### config.mk
export PLATFORM = sky130hd
export DESIGN_NAME = poll_capture_unit
export DESIGN_NICKNAME = d
export VERILOG_FILES = /design/src/rtl/poll_pkg.sv /design/src/rtl/pcu_sync.sv /design/src/rtl/pcu_req_stage.sv /design/src/rtl/pcu_poll_ctrl.sv /design/src/rtl/poll_capture_unit.sv
export SDC_FILE = /design/constraint.sdc
export NUM_CORES = 1
export LEC_CHECK = 0
export BUFFER_PORTS_ARGS = -buffer_cell sky130_fd_sc_hd__buf_2
export CAP_MARGIN = 20
export CORE_ASPECT_RATIO = 1.25
export CORE_MARGIN = 10
export CORE_UTILIZATION = 45
export CTS_CLUSTER_DIAMETER = 80
export DETAILED_ROUTE_END_ITERATION = 8
export PLACE_DENSITY = 0.71
export RECOVER_POWER = 50
export SLEW_MARGIN = 20
export SYNTH_ARGS = -nofsm -noshare
export SYNTH_HDL_FRONTEND = slang
export SYNTH_SLANG_ARGS = --single-unit
### constraint.sdc
create_clock -name clk_i -period 1.65 [get_ports clk_i]
set_clock_uncertainty 0.15 [all_clocks]
set_input_delay 0.0825 -clock clk_i [delete_from_list [all_inputs] [get_ports clk_i]]
set_output_delay 0.0825 -clock clk_i [all_outputs]
set_load 0.05 [all_outputs]
### src/rtl/poll_pkg.sv
package poll_pkg;

  typedef enum logic [1:0] {
    PK_NONE = 2'd0,
    PK_CS   = 2'd1,
    PK_IRQ  = 2'd2
  } poll_kind_e;

  // Two kind bits of the poll identifier: 10 = cycle steal, 01 = interrupt.
  function automatic poll_kind_e decode_kind(input logic [1:0] sel);
    case (sel)
      2'b10:   return PK_CS;
      2'b01:   return PK_IRQ;
      default: return PK_NONE;
    endcase
  endfunction

endpackage

### src/rtl/pcu_sync.sv
module pcu_sync #(
  parameter int W      = 1,
  parameter int STAGES = 2
) (
  input  logic         clk_i,
  input  logic         rst_ni,
  input  logic [W-1:0] d_i,
  output logic [W-1:0] q_o
);

  logic [W-1:0] stg_q [STAGES];

  always_ff @(posedge clk_i or negedge rst_ni) begin
    if (!rst_ni) begin
      for (int i = 0; i < STAGES; i++) stg_q[i] <= '0;
    end else begin
      stg_q[0] <= d_i;
      for (int i = 1; i < STAGES; i++) stg_q[i] <= stg_q[i-1];
    end
  end

  assign q_o = stg_q[STAGES-1];

endmodule

### src/rtl/pcu_req_stage.sv
module pcu_req_stage #(
  parameter int LVL_W = 4,
  localparam int NUM_LVL = 1 << LVL_W
) (
  input  logic               clk_i,
  input  logic               rst_ni,
  input  logic               cs_req_i,
  input  logic               irq_req_i,
  input  logic               prep_load_i,
  input  logic [LVL_W-1:0]   prep_level_i,
  input  logic               dev_reset_i,
  input  logic               svc_done_i,
  input  logic               cap_i,
  input  logic               cap_cs_i,
  output logic               cs_lat_o,
  output logic               irq_lat_o,
  output logic [LVL_W-1:0]   level_o,
  output logic               cs_req_o,
  output logic [NUM_LVL-1:0] req_in_o
);

  logic               cs_q, cs_d;
  logic               irq_q, irq_d;
  logic [LVL_W-1:0]   lvl_q, lvl_d;
  logic               cs_out_q, cs_out_d;
  logic [NUM_LVL-1:0] req_q, req_d;
  logic               irq_show;

  always_comb begin
    cs_d = cs_q;
    if (svc_done_i && cap_i && cap_cs_i) cs_d = 1'b0;
    if (cs_req_i)                        cs_d = 1'b1;

    irq_d = irq_q;
    if (svc_done_i && cap_i && !cap_cs_i) irq_d = 1'b0;
    if (irq_req_i && !cs_req_i)           irq_d = 1'b1;
    if (dev_reset_i)                      irq_d = 1'b0;

    lvl_d = lvl_q;
    if (prep_load_i) lvl_d = prep_level_i;
    if (dev_reset_i) lvl_d = '0;

    cs_out_d = cs_q && !cap_i;
    irq_show = irq_q && !cs_q && !cap_i;
    for (int i = 0; i < NUM_LVL; i++) begin
      req_d[i] = irq_show && (lvl_q == LVL_W'(i));
    end
  end

  always_ff @(posedge clk_i or negedge rst_ni) begin
    if (!rst_ni) begin
      cs_q     <= 1'b0;
      irq_q    <= 1'b0;
      lvl_q    <= '0;
      cs_out_q <= 1'b0;
      req_q    <= '0;
    end else begin
      cs_q     <= cs_d;
      irq_q    <= irq_d;
      lvl_q    <= lvl_d;
      cs_out_q <= cs_out_d;
      req_q    <= req_d;
    end
  end

  assign cs_lat_o  = cs_q;
  assign irq_lat_o = irq_q;
  assign level_o   = lvl_q;
  assign cs_req_o  = cs_out_q;
  assign req_in_o  = req_q;

endmodule

### src/rtl/pcu_poll_ctrl.sv
module pcu_poll_ctrl
  import poll_pkg::*;
#(
  parameter int LVL_W  = 4,
  parameter int DESKEW = 2,
  localparam int ID_W  = LVL_W + 2,
  localparam int CNT_W = $clog2(DESKEW + 1)
) (
  input  logic             clk_i,
  input  logic             rst_ni,
  input  logic [ID_W-1:0]  poll_id_s_i,
  input  logic             poll_s_i,
  input  logic             cs_lat_i,
  input  logic             irq_lat_i,
  input  logic [LVL_W-1:0] level_i,
  input  logic             dev_reset_i,
  input  logic             svc_done_i,
  output logic             poll_prop_o,
  output logic             poll_ret_o,
  output logic             cap_o,
  output logic             cap_cs_o,
  output logic             deskew_ok_o
);

  poll_kind_e       kind;
  logic             id_active, deskew_ok, active, fire;
  logic [LVL_W-1:0] id_lvl;

  logic             armed_q, armed_d;
  logic             smp_cs_q, smp_cs_d;
  logic             smp_irq_q, smp_irq_d;
  logic [CNT_W-1:0] cnt_q, cnt_d;
  logic             dec_q, dec_d;
  logic             used_q, used_d;
  logic             prop_q, prop_d;
  logic             ret_q, ret_d;
  logic             cap_q, cap_d;
  logic             capcs_q, capcs_d;

  always_comb begin
    kind      = decode_kind(poll_id_s_i[ID_W-1:LVL_W]);
    id_active = (kind != PK_NONE);
    id_lvl    = poll_id_s_i[LVL_W-1:0];
    deskew_ok = (cnt_q == CNT_W'(DESKEW));
    active    = prop_q || ret_q;
    fire      = poll_s_i && id_active && deskew_ok && !active && !used_q;

    armed_d   = armed_q;
    smp_cs_d  = smp_cs_q;
    smp_irq_d = smp_irq_q;
    cnt_d     = cnt_q;
    used_d    = used_q;
    prop_d    = prop_q;
    ret_d     = ret_q;
    cap_d     = cap_q;
    capcs_d   = capcs_q;

    // Sample once per identifier activation, then count out the deskew window.
    if (!id_active) begin
      armed_d   = 1'b0;
      smp_cs_d  = 1'b0;
      smp_irq_d = 1'b0;
      cnt_d     = '0;
      used_d    = 1'b0;
    end else begin
      if (!armed_q) begin
        armed_d   = 1'b1;
        smp_cs_d  = (kind == PK_CS) && cs_lat_i && !cap_q;
        smp_irq_d = (kind == PK_IRQ) && irq_lat_i && !cs_lat_i && !cap_q &&
                    (level_i == id_lvl);
      end
      if (armed_q && !deskew_ok) cnt_d = cnt_q + CNT_W'(1);
    end
    if (dev_reset_i) smp_irq_d = 1'b0;

    // Decision follows the samples until a poll is being answered.
    dec_d = active ? dec_q : (smp_cs_q || smp_irq_q);

    if (svc_done_i && cap_q) begin
      cap_d   = 1'b0;
      capcs_d = 1'b0;
    end
    if (dev_reset_i && cap_q && !capcs_q) cap_d = 1'b0;

    if (fire) begin
      prop_d = !dec_q;
      ret_d  = dec_q;
      used_d = 1'b1;
      if (dec_q) begin
        cap_d   = 1'b1;
        capcs_d = smp_cs_q;
      end
    end
    if (!poll_s_i) begin
      prop_d = 1'b0;
      ret_d  = 1'b0;
    end
  end

  always_ff @(posedge clk_i or negedge rst_ni) begin
    if (!rst_ni) begin
      armed_q   <= 1'b0;
      smp_cs_q  <= 1'b0;
      smp_irq_q <= 1'b0;
      cnt_q     <= '0;
      dec_q     <= 1'b0;
      used_q    <= 1'b0;
      prop_q    <= 1'b0;
      ret_q     <= 1'b0;
      cap_q     <= 1'b0;
      capcs_q   <= 1'b0;
    end else begin
      armed_q   <= armed_d;
      smp_cs_q  <= smp_cs_d;
      smp_irq_q <= smp_irq_d;
      cnt_q     <= cnt_d;
      dec_q     <= dec_d;
      used_q    <= used_d;
      prop_q    <= prop_d;
      ret_q     <= ret_d;
      cap_q     <= cap_d;
      capcs_q   <= capcs_d;
    end
  end

  assign poll_prop_o = prop_q;
  assign poll_ret_o  = ret_q;
  assign cap_o       = cap_q;
  assign cap_cs_o    = capcs_q;
  assign deskew_ok_o = deskew_ok;

endmodule

### src/rtl/poll_capture_unit.sv
module poll_capture_unit #(
  parameter int LVL_W       = 4,
  parameter int DESKEW      = 2,
  parameter int SYNC_STAGES = 2,
  localparam int ID_W       = LVL_W + 2,
  localparam int NUM_LVL    = 1 << LVL_W
) (
  input  logic               clk_i,
  input  logic               rst_ni,
  input  logic               cs_req_i,
  input  logic               irq_req_i,
  input  logic               prep_load_i,
  input  logic [LVL_W-1:0]   prep_level_i,
  input  logic               dev_reset_i,
  input  logic               svc_done_i,
  input  logic [ID_W-1:0]    poll_id_i,
  input  logic               poll_i,
  output logic               cs_req_o,
  output logic [NUM_LVL-1:0] req_in_o,
  output logic               poll_prop_o,
  output logic               poll_ret_o,
  output logic               capture_o,
  output logic               capt_cs_o
);

  logic            rst_sn;
  logic [ID_W:0]   chan_s;
  logic            cs_lat, irq_lat, deskew_ok;
  logic [LVL_W-1:0] level;

  pcu_sync #(.W(1), .STAGES(SYNC_STAGES)) u_rst_sync (
    .clk_i  (clk_i),
    .rst_ni (rst_ni),
    .d_i    (1'b1),
    .q_o    (rst_sn)
  );

  pcu_sync #(.W(ID_W + 1), .STAGES(SYNC_STAGES)) u_chan_sync (
    .clk_i  (clk_i),
    .rst_ni (rst_sn),
    .d_i    ({poll_i, poll_id_i}),
    .q_o    (chan_s)
  );

  pcu_req_stage #(.LVL_W(LVL_W)) u_req (
    .clk_i        (clk_i),
    .rst_ni       (rst_sn),
    .cs_req_i     (cs_req_i),
    .irq_req_i    (irq_req_i),
    .prep_load_i  (prep_load_i),
    .prep_level_i (prep_level_i),
    .dev_reset_i  (dev_reset_i),
    .svc_done_i   (svc_done_i),
    .cap_i        (capture_o),
    .cap_cs_i     (capt_cs_o),
    .cs_lat_o     (cs_lat),
    .irq_lat_o    (irq_lat),
    .level_o      (level),
    .cs_req_o     (cs_req_o),
    .req_in_o     (req_in_o)
  );

  pcu_poll_ctrl #(.LVL_W(LVL_W), .DESKEW(DESKEW)) u_ctrl (
    .clk_i       (clk_i),
    .rst_ni      (rst_sn),
    .poll_id_s_i (chan_s[ID_W-1:0]),
    .poll_s_i    (chan_s[ID_W]),
    .cs_lat_i    (cs_lat),
    .irq_lat_i   (irq_lat),
    .level_i     (level),
    .dev_reset_i (dev_reset_i),
    .svc_done_i  (svc_done_i),
    .poll_prop_o (poll_prop_o),
    .poll_ret_o  (poll_ret_o),
    .cap_o       (capture_o),
    .cap_cs_o    (capt_cs_o),
    .deskew_ok_o (deskew_ok)
  );

endmodule

---- Word-level counts from Yosys, hierarchy flattened ----
Cells that the tools add are included.
cells by class
  div/mod/pow operators ................... 0
  add/sub/neg operators ................... 1
  eq/ne operators ......................... 26
  mux-type cells .......................... 29
  shifts and indexed selects .............. 0
  order comparisons ....................... 0
  reduce and logical (&&, ||, !) cells .... 51
  bitwise logic cells ..................... 0
  multipliers ............................. 0
operators by type and width
  operator             count
  $logic_and 1x1->1    36
  $eq 4x4->1 const B   8
  $mux 1               24
  $eq 4x3->1 const B   4
  $eq 4x2->1 const B   2
  $logic_not 1->1      8
  $mux 4               2
  $eq 2x2->1 const B   3
  $ne 2x2->1 const B   3
  $reduce_bool 2->1    3
  $eq 2x1->1 const B   2
  $eq 4x1->1 const B   1
  $eq 4x4->1           1
  $logic_not 4->1      1
  $mux 2               2
  $pmux 2 s2           1
  $ne 3x3->1 const B   1
  $reduce_bool 3->1    1
  $add 2x1->2 const B  1
  $logic_or 1x1->1     2
  $ne 2x1->1 const B   1
word-level totals
  memories kept ........................... 0
  memory bits (writable) .................. 0
  register bits after elaboration ......... 50
  word-level logic and storage cells ...... 126
  ROM bits ................................ 0
  latch bits .............................. 0
  output and inout port bits .............. 21

---- Logic depth before layout (Yosys ltp) ----
Gate-level depths: netlist of run 1.
  depth after elaboration ................. 10
  gate-level depth with buffers ........... 5
  gate-level depth less buffers ........... 5

---- By module ----
From an unflattened synthesis of run 1, not the netlist that was laid out.
unflattened totals
  cell total of the unflattened synthesis .. 148
  area, all modules ....................... 1910.6 um^2
modules (own cells, without submodules)
  module                  times used  area an instance (um^2)  cells each  seq. area each (um^2)
  pcu_req_stage           1           882.1                    67          575.6
  pcu_poll_ctrl           1           571.8                    57          275.3
  pcu_sync (u_chan_sync)  1           402.9                    21          350.3
  pcu_sync (u_rst_sync)   1           50.0                     2           50.0
  poll_capture_unit       1           3.8                      1           0.0

---- Least setup slack after synthesis of run 1 ----
OpenSTA, ideal clock, no wires.
  path kind ............................... reg2reg
  start ................................... register u_ctrl.cap_q (netlist: u_ctrl.cap_o)
  end ..................................... register u_req.req_q[0] (netlist: u_req.req_in_o[0])
  required time ........................... 1419 ps
  setup time .............................. 81 ps
  data arrival time ....................... 1423 ps
  clock period less this slack ............ 1654 ps
  buffers on the path ..................... 0
  setup slack ............................. -4 ps
  stages on the path, launching flop included .. 4
  cells stage by stage .................... dfrtp_1 -> nor3b_4 -> or3b_4 -> nor3_2
on the way
  cells in the longest elaborated chain, start to end .. 3
ends and longest elaborated chain
  what                      RTL line              source
  start, declared           pcu_poll_ctrl.sv:37   logic cap_q, cap_d;
  start signal, assigned    pcu_poll_ctrl.sv:121  cap_q <= cap_d;
  $logic_not 1->1           pcu_req_stage.sv:44   irq_show = irq_q && !cs_q && !cap_i;
  $logic_and 1x1->1         pcu_req_stage.sv:44
  $logic_and 1x1->1         pcu_req_stage.sv:46   req_d[i] = irq_show && (lvl_q == LVL_W'(i));
  named net u_req.req_d[0]  pcu_req_stage.sv:26   logic [NUM_LVL-1:0] req_q, req_d;
  end signal, assigned      pcu_req_stage.sv:62   req_q <= req_d;
  end, declared             pcu_req_stage.sv:26
The timed path passes the listed nets, and every way through them passes these cells.
A chain may end at the register's enable or synchronous reset.

==> results of run 1 <==
## cells in the mapped netlist (2+ instances only)
cell / number
dfrtp_1: 50
nor2_1: 25
nand2b_1: 6
a21oi_1: 5
inv_1: 5
mux2i_1: 5
nand2_1: 5
nand3_1: 4
xnor2_1: 4
clkbuf_1: 3
ha_1: 3
nand3b_1: 3
nor3_1: 3
nor2b_1: 2
nor3b_1: 2
## layer usage
metal / GRT usage [%] / vias to the layer above
li1: - / 579
met4: 5.901 / 0
met2: 18.18 / 34
met1: 9.805 / 599
met3: 5.279 / 10
met5: 0 / -
## power by group through the flow
stage / clock [W] / combinational, W / sequential [W]
floorplan: 0 / 0.0000923 / 0.00136
global placement: 0 / 0.000163 / 0.00134
detailed placement: 0 / 0.000173 / 0.00135
CTS: 0.000730 / 0.000215 / 0.00132
global route: 0.000777 / 0.000242 / 0.00133
finish: 0.000703 / 0.000216 / 0.00132
## final cells by class
| type | instances | area (sq um) |
|---|---|---|
| repair buffers | 62 | 437.9 |
| well taps | 54 | 67.56 |
| clock buffers | 7 | 86.33 |
| inverters | 5 | 18.77 |
| multi-input cells | 80 | 498.0 |
| fillers | 299 | 1419 |
| clock inverters | 1 | 5.005 |
| flip-flops and latches | 50 | 1252 |
## kinds of logic (layout without fill, tap and decap cells)
kind of cell / after synthesis / in the layout / synth area share, %
AO/OA/AOI/OAI: 10 / 10 / 3.244
XOR/XNOR: 4 / 4 / 1.974
adder cells (fa/ha/maj): 3 / 3 / 2.116
buffers and inverters: 8 / 75 / 1.693
flip-flops: 50 / 50 / 70.52
multiplexers: 5 / 5 / 2.821
other: 1 / 1 / 0.2114
AND/OR/NAND/NOR: 57 / 57 / 17.42
## metrics by stage
step	hold WS (ns)	setup WS (ns)	instance area, sq um	cells	util, %
6_report	0.2038	0.1124	2366	259	62.51
5_1_grt	0.2136	0.008346	2366	259	62.51
4_1_cts	0.1028	0.01266	2354	258	62.18
3_5_place_dp	-0.2796	0.09613	2042	228	53.95
3_3_place_gp	-0.2816	0.1601	2042	228	53.95
2_1_floorplan	-0.3631	-0.003950	1774	138	-
## registers in the layout, indices dropped and copies added, names as in the netlist
signal / cells
u_chan_sync.q_o: 7
u_chan_sync.stg_q: 7
u_ctrl.armed_q: 1
u_ctrl.cap_cs_o: 1
u_ctrl.cap_o: 1
u_ctrl.cnt_q: 2
u_ctrl.dec_q: 1
u_ctrl.poll_prop_o: 1
u_ctrl.poll_ret_o: 1
u_ctrl.smp_cs_q: 1
u_ctrl.smp_irq_q: 1
u_ctrl.used_q: 1
u_req.cs_lat_o: 1
u_req.cs_req_o: 1
u_req.irq_lat_o: 1
u_req.level_o: 4
u_req.req_in_o: 16
u_rst_sync.q_o: 1
u_rst_sync.stg_q: 1
## worst paths after layout
check,from,to,cells after the start
hold / removal,u_chan_sync.stg_q[9],u_chan_sync.q_o[2],0
max in group asynchronous,u_rst_sync.q_o,u_ctrl.cap_o,1
hold reg to reg,u_chan_sync.stg_q[9],u_chan_sync.q_o[2],0
min in group asynchronous,u_rst_sync.q_o,u_req.level_o[0],0
setup reg to reg,u_req.level_o[2],u_req.level_o[2],3
setup / recovery,u_req.level_o[2],u_req.level_o[2],3
## what timing repair did
action,CTS,global route
endpoints found under the setup margin,0,4
buffers inserted,0,1
hold buffers,22,0
resized for setup,0,4
hold endpoints to repair,17,0
==> run_results.csv, run 1 <==
group,metric,value,unit
floorplanning,die_w,76.16,um
pwr,switching_share,23.16,%
grt,track_usage,10.52,%
logic_synthesis,ys_ff_latch,50,
logic_synthesis,synth_ff_type,"dfrtp_1",
logic_synthesis,synth_cell_types,28,
routing,wl_met3,235,um
logic_synthesis,synth_area,1774,sq um
finish,nets,225,
logic_synthesis,synth_edf_count,0,
clock_network,clkSinkCount,50,
setup_path,crit_buf_inv,1,
min_path,hold_class,"flip-flop to flip-flop",
logic_synthesis,synth_area_leader_cell,"dfrtp_1",
routing,wl_met2,1.738,mm
run,cap_viol_max_count,0,
sta,fin_crit_sh,93.19,%
routing,routed.top_layer,"met4",
setup_path,cp_data_arrival_time,1.58,ns
logic_synthesis,avgSynthCellArea,12.86,sq um
grt,grt_pass1_vias,1254,
finish,drive_gt1_share,26.34,%
grt,grt_pass1_wl,5.789,mm
routing,totalWireLength,3.324,mm
finish,layout_common_cells,"49 x dfrtp_1, 38 x buf_2, 24 x nor2_1",
grt,antenna_found_initial,0,
routing,wl_per_cell,12.83,um
logic_synthesis,ys_seq_area_share,70.52,%
clock_network,clk_pin_slew,0.08,ns
setup_path,worst-setup-path-type,"flip-flop to flip-flop",
sta,setup_viol,0,
logic_synthesis,syn_inst,138,
floorplanning,initial_core_util,46.88,%
sta,period_needed,1.538,ns
sta,hold_viol,0,
floorplanning,rows,25,
pwr,total_power,0.002240,W
clock_network,htreeDepth,2,
setup_path,cp-end-kind,"flip-flop",
clock_network,cts_buffer_depth,2,
logic_synthesis,synth_top_area_share,70.52,%
pwr,p_int,0.001721,W
clock_network,clk-insertion-delay-late,0.30,ns
sta,finalSetupTns,0,ns
place,port_buffers,38,
finish,antenna_cells,0,
finish,area_delta_synth_final,33.36,%
logic_synthesis,synth_warnings,0,
pwr,p_per_area,946.7,nW/um^2
setup_path,cpLargestDelayFamily,"buffers and inverters",
place,dp_hpwl,2.420,mm
logic_synthesis,synth_area_leaders,"dfrtp_1 71%, nor2_1 5.3%, mux2i_1 2.8%, ha_1 2.1%, nand2b_1 2.1%",
setup_path,crit_required,1.69,ns
routing,drc,0,
sta,rsz0062_at_grt,"no",
floorplanning,core-area,3785,sq um
routing,vias_per_cell,4.718,
sta,worstMarginPinSlew,0.8678,ns
sta,slew_violations,0,
pwr,combPwrFrac,9.6,%
setup_path,startpoint_type,"flip-flop",
routing,drt_iter0_drc,58,
clock_network,cts_buffers,5,
clock_network,root_buffer,"clkbuf_8",
sta,fmax,650.4,MHz
pwr,pwr-share-clk,31.4,%
floorplanning,die_area,6870,sq um
finish,final_common_cell,"dfrtp_1",
status,status,"finished clean",
logic_synthesis,synthesis.nets,159,
setup_path,crit_chain,"mux2i_1 > dlygate4sd3_1 > nor2_1",
routing,route.vias.total,1222,
routing,dr.pass1.iters,6,
setup_path,r2r_slack,0.11,ns
routing,wl_met1,1.242,mm
setup_path,slowest_stage,"dlygate4sd3_1",
pwr,pwr-share-seq,59.0,%
setup_path,crit_path_max_fanout,9,
logic_synthesis,synthArstFlopShare,100.0,%
place,gp_congestion,0.7881,
pwr,leakagePower,1.162,nW
pwr,p_switching,0.0005187,W
grt,grt_remaining_overflow,0,
pwr,peakVddDrop,0.0005567,V
floorplanning,ioPinCount,39,
routing,antenna_left,0,
clock_network,tritoncts,"done",
sta,maxSlewHeadroom,42.15,%
floorplanning,die_y,90.20,um
setup_path,slowest_delay,0.57,ns
grt,grt_max_degree,28,
(Power assumes the default switching activity.)
==> run 2, diff against run 1 <==
--- a/config.mk
+++ b/config.mk
@@ -7,2 +7,3 @@
 export LEC_CHECK = 0
+export ABC_AREA = 1
 export BUFFER_PORTS_ARGS = -buffer_cell sky130_fd_sc_hd__buf_2
==> constraint.sdc (replaced) <==
create_clock -name clk_i -period 1.65 [get_ports clk_i]
set_clock_uncertainty 0.15 [all_clocks]
set_input_delay 0.33 -clock clk_i [delete_from_list [all_inputs] [get_ports clk_i]]
set_output_delay 0.33 -clock clk_i [all_outputs]
set_load 0.05 [all_outputs]
==> run_results.csv, run 2 <==
group,metric,value,unit
routing,route.vias.total,1255,
finish,final_common_cell,"dfrtp_1",
setup_path,cp-end-kind,"output port",
logic_synthesis,synth_area,1788,sq um
routing,wl_met3,249,um
sta,fin_crit_sh,90.41,%
setup_path,r2r_end,"u_ctrl.cap_o",
finish,layoutNonFillerInstCount,275,
logic_synthesis,syn_inst,165,
logic_synthesis,synthTopCellsByCount,"50 x dfrtp_1, 26 x nor2_1, 25 x nand2_1",
floorplanning,ioPinCount,39,
logic_synthesis,synthesis.nets,186,
clock_network,clk_pin_slew,0.09,ns
sta,finalSetupTns,0,ns
sta,maxSlewHeadroom,61.23,%
grt,antenna_found_initial,0,
floorplanning,die_y,90.48,um
setup_path,slowest_stage,"dfrtp_1",
finish,postLayoutCellArea,2273,sq um
grt,track_usage,10.12,%
logic_synthesis,synth_xor_area_share,0,%
logic_synthesis,synth_ff_type,"dfrtp_1",
setup_path,cpLargestDelayFamily,"flip-flops",
floorplanning,initial_core_util,46.85,%
sta,setup_viol,0,
finish,antenna_cells,0,
logic_synthesis,synth_area_leader_cell,"dfrtp_1",
sta,period_needed,1.492,ns
logic_synthesis,synth_cell_types,19,
clock_network,clkSinkCount,50,
min_path,hold_path_depth,2,
routing,drc,0,
routing,wl_met1,1.374,mm
finish,layout_common_cells,"49 x dfrtp_1, 37 x buf_2, 26 x nor2_1",
logic_synthesis,synth_top_area_share,69.98,%
logic_synthesis,synth_warnings,0,
pwr,peakVddDrop,0.0007892,V
place,port_buffers,38,
logic_synthesis,synth_edf_count,0,
routing,totalWireLength,3.208,mm
logic_synthesis,synth-compound-area-share,4.479,%
setup_path,worst-setup-path-type,"flip-flop to output port",
clock_network,tritoncts,"done",
finish,nFillCells,332,
logic_synthesis,synth.most_common_cell,"dfrtp_1",
place,dp_hpwl,2.454,mm
floorplanning,rows,25,
pwr,leakagePower,1.207,nW
finish,final-seq-area,1252,sq um
setup_path,cp-startpoint,"u_ctrl.poll_ret_o",
routing,dr.pass1.iters,4,
grt,grt_remaining_overflow,0,
floorplanning,core-area,3816,sq um
finish,drive_gt1_share,25.79,%
routing,wl_per_cell,11.67,um
grt,grt_max_degree,25,
routing,wl_met2,1.544,mm
place,dpl_cell_area,2062,sq um
pwr,p_per_area,1126,nW/um^2
sta,fmax,670.4,MHz
logic_synthesis,ys_seq_area_share,69.98,%
sta,slew_violations,0,
setup_path,rr_worst_depth,7,
logic_synthesis,synthSimpleGateAreaFrac,18.40,%
place,gp_congestion,0.7877,
clock_network,cts_buffer_depth,2,
setup_path,crit_path_max_fanout,3,
logic_synthesis,synth_area_leaders,"dfrtp_1 70%, nor2_1 5.5%, nand2_1 5.2%, inv_1 4.0%, nand3_1 3.9%",
setup_path,slowest_delay,0.42,ns
setup_path,r2r_slack,0.18,ns
place,placedCellCount,259,
setup_path,startpoint_type,"flip-flop",
setup_path,crit_buf_inv,1,
clock_network,cts_buffers,5,
finish,area_delta_synth_final,27.15,%
logic_synthesis,synth_fa_ha_area_share,2.099,%
routing,antenna_left,0,
min_path,hold_class,"primary input to flip-flop",
floorplanning,die_area,6910,sq um
routing,routed.top_layer,"met4",
min_path,min_to,"u_req.irq_lat_o",
grt,grt_pass1_vias,1268,
routing,vias_per_cell,4.564,
setup_path,crit_required,1.17,ns
sta,rsz0062_at_grt,"no",
clock_network,htreeDepth,2,
run,cap_viol_max_count,0,
clock_network,root_buffer,"clkbuf_8",
status,status,"finished clean",
logic_synthesis,synthArstFlopShare,100.0,%
setup_path,crit_chain,"buf_2",
logic_synthesis,synth_mux_area_share,0,%
setup_path,r2r_start,"u_chan_sync.q_o[4]",
grt,grt_pass1_wl,5.816,mm
clock_network,cts_resized,0,
logic_synthesis,synth_top_family_by_area,"simple AND/OR/NAND/NOR gates",
finish,nets,241,
clock_network,clk-insertion-delay-late,0.29,ns
routing,drt_iter0_drc,103,
logic_synthesis,avgSynthCellArea,10.84,sq um
sta,hold_viol,0,
min_path,hp-start,"dev_reset_i",
sta,worstMarginPinSlew,0.5816,ns
pwr,total_power,0.002559,W
floorplanning,die_w,76.38,um
logic_synthesis,ys_ff_latch,50,
finish,largest_reg_flops,16,
setup_path,cp_data_arrival_time,1.01,ns
finish,multi_input_area,450.4,sq um
## run 2: changes by cell type after synthesis, moves of 2 or more
cell	delta
nor3b_1	-2
mux2i_1	-5
xnor2_1	-4
inv_2	+4
nand2_1	+20
clkbuf_1	-3
nand3b_1	-3
nand2b_1	-6
inv_1	+14
a21oi_1	-3
o21ai_0	+10
nand3_1	+10
nor2b_1	-2
## run 2: layer usage
layer  GRT usage [%]  vias to the layer above
met4           3.261                        0
li1                -                      624
met2           16.83                       33
met3           4.482                        5
met1           11.29                      593
met5               0                        -
## run 2: cell families after synthesis
kind of cell / Yosys count
AOI/OAI and AO/OA: 15
adders and majority gates: 3
buffers and inverters: 23
DFF: 50
other: 1
and+or+nand+nor: 73
## run 2: worst max path at each step
stage / to / slack, ns / cells past startpoint
global route: u_ctrl.cap_o / 0.03 / 7
detailed placement: u_ctrl.cap_o / 0.17 / 7
global placement: u_ctrl.cap_cs_o / 0.22 / 6
floorplan: u_chan_sync.q_o[0] / 0.005 / 0
finish: poll_ret_o / 0.16 / 1
CTS: poll_ret_o / 0.15 / 1
## run 2: power breakdown
group	switching [W]	internal, W
Clock	0.000381	0.000607
Sequential	0.0000400	0.00129
Combinational	0.000163	0.0000834
Total	0.000584	0.00198
## run 2: metrics by stage
stage | setup WS [ns] | hold slack (ns) | util (%)
2_1_floorplan | 0.005174 | -0.1156 | -
3_3_place_gp | 0.2250 | -0.03412 | 54.03
3_5_place_dp | 0.1719 | -0.03289 | 54.03
4_1_cts | 0.1480 | 0.07058 | 59.74
5_1_grt | 0.03040 | 0.07523 | 59.57
6_report | 0.1583 | 0.07115 | 59.57
## run 2: layout make-up
cell class	instances	area share, %
Tap cell	54	2.972
Clock inverter	3	3.027
Clock buffer	5	3.027
Multi-Input combinational cell	92	19.81
Inverter	23	3.797
Sequential cell	50	55.09
Timing Repair Buffer	48	12.27
## run 2: what timing repair did
action                                  in CTS  in global routing
endpoints found under the setup margin       0                  0
hold endpoints to repair                     9                  0
hold buffers                                 8                  0
setup buffers                                0                  0
==> run 3, diff against run 2 <==
CORE_UTILIZATION = 47   (was 45)
PLACE_DENSITY = 0.73   (was 0.71)
==> run_results.csv, run 3 (synthesized netlist as in run 2, its figures left out) <==
group,metric,value,unit
status,status,"finished clean",
grt,antenna_found_initial,0,
routing,wl_per_cell,12.31,um
setup_path,crit_buf_inv,1,
clock_network,clk-insertion-delay-late,0.29,ns
grt,grt_max_degree,27,
place,port_buffers,38,
sta,slew_violations,0,
pwr,peakVddDrop,0.0007290,V
clock_network,cts_buffers,5,
floorplanning,die_area,6687,sq um
clock_network,clk_pin_slew,0.09,ns
setup_path,cp_data_arrival_time,1.02,ns
finish,largest_reg_flops,16,
place,gp_congestion,0.7806,
routing,totalWireLength,3.214,mm
setup_path,crit_path_max_fanout,3,
sta,finalSetupTns,0,ns
floorplanning,die_w,75.17,um
finish,antenna_cells,0,
setup_path,slowest_delay,0.43,ns
clock_network,root_buffer,"clkbuf_8",
finish,area_delta_synth_final,23.72,%
clock_network,cts_resized,0,
sta,hold_viol,0,
sta,setup_viol,0,
grt,grt_remaining_overflow,0,
setup_path,slowest_stage,"dfrtp_1",
pwr,leakagePower,1.183,nW
setup_path,startpoint_type,"flip-flop",
floorplanning,ioPinCount,39,
sta,fin_crit_sh,90.87,%
finish,layout_common_cells,"49 x dfrtp_1, 37 x buf_2, 26 x nor2_1",
setup_path,crit_chain,"buf_2",
pwr,p_per_area,1028,nW/um^2
routing,route.vias.total,1280,
run,cap_viol_max_count,0,
floorplanning,core-area,3722,sq um
sta,worstMarginPinSlew,0.6211,ns
finish,nets,241,
routing,drt_iter0_drc,46,
sta,fmax,667.0,MHz
sta,layout_setup_ws,0.1507,ns
min_path,hold_class,"primary input to flip-flop",
clock_network,htreeDepth,2,
sta,worst_hold_slack,0.07466,ns
grt,grt_pass1_wl,5.361,mm
routing,drc,0,
sta,maxSlewHeadroom,58.59,%
sta,rsz0062_at_grt,"no",
finish,drive_gt1_share,25.34,%
setup_path,worst-setup-path-type,"flip-flop to output port",
place,dp_worst_setup_slack,0.1668,ns
floorplanning,die_y,88.96,um
setup_path,cpLargestDelayFamily,"flip-flops",
floorplanning,rows,25,
grt,grt_pass1_vias,1273,
setup_path,cp-end-kind,"output port",
clock_network,cts_buffer_depth,2,
routing,vias_per_cell,4.904,
finish,final_common_cell,"dfrtp_1",
routing,antenna_left,0,
place,dp_hpwl,2.412,mm
clock_network,tritoncts,"done",
grt,track_usage,10.27,%
floorplanning,initial_core_util,48.03,%
clock_network,clkSinkCount,50,
setup_path,crit_required,1.17,ns
sta,period_needed,1.499,ns
routing,dr.pass1.iters,4,
[run 3: changes by cell type in the layout (fill, tap and decap cells not counted)]
cell	before	now
bufinv_16	2	0
clkinvlp_4	0	1
inv_1	19	20
inv_2	4	3
inv_6	0	1
[run 3: final timing paths]
kind	startpoint	end	slack (ns)	cells past startpoint
max	u_ctrl.poll_ret_o	poll_ret_o	0.15	1
min	dev_reset_i	u_req.irq_lat_o	0.07	2
max reg2reg	u_chan_sync.q_o[4]	u_ctrl.cap_o	0.16	7
min reg2reg	u_rst_sync.q_o	u_chan_sync.stg_q[10]	0.17	1
max in group asynchronous	u_rst_sync.q_o	u_ctrl.cnt_q[1]	0.72	1
min in group asynchronous	u_rst_sync.q_o	u_chan_sync.stg_q[10]	0.17	1
[run 3: through the flow]
stage | util, % | instance area [sq um] | instances | total power (W)
final | 59.43 | 2212 | 261 | 0.002275
after global routing | 59.43 | 2212 | 261 | 0.002396
after CTS | 59.60 | 2218 | 261 | 0.002307
after detailed placement | 54.92 | 2044 | 245 | 0.001590
after global placement | 54.92 | 2044 | 245 | 0.001580
after floorplan | - | 1788 | 165 | 0.001511
[run 3: layout make-up]
cell class	count	area [sq um]
Multi-Input combinational cell	92	450.4
Timing Repair Buffer	48	279.0
Clock inverter	3	25.02
Tap cell	40	50.05
Fill cell	313	1510
Clock buffer	5	68.82
Sequential cell	50	1252
Inverter	23	86.33
[run 3: power breakdown]
part           leakage (nW)  switching, W  total [W]  internal [W]
clock                0.0447      0.000394   0.000700      0.000306
sequential            0.640     0.0000412    0.00133       0.00129
combinational         0.499      0.000165   0.000248     0.0000832
[run 3: timing repair]
action,in CTS,in global routing
endpoints found under the hold margin,9,0
hold buffers,8,0
buffers inserted,0,0
setup endpoints to repair,0,0
[run 3: per-layer routing]
layer | part of all wire [%] | wire length, um | track usage, % | vias to the layer above
li1 | - | - | - | 625
met1 | 42 | 1345 | 11.07 | 610
met2 | 48 | 1545 | 17.73 | 39
met3 | 8.3 | 266 | 3.444 | 6
met4 | 1.8 | 57 | 4.569 | 0
met5 | 0 | 0 | 0 | -
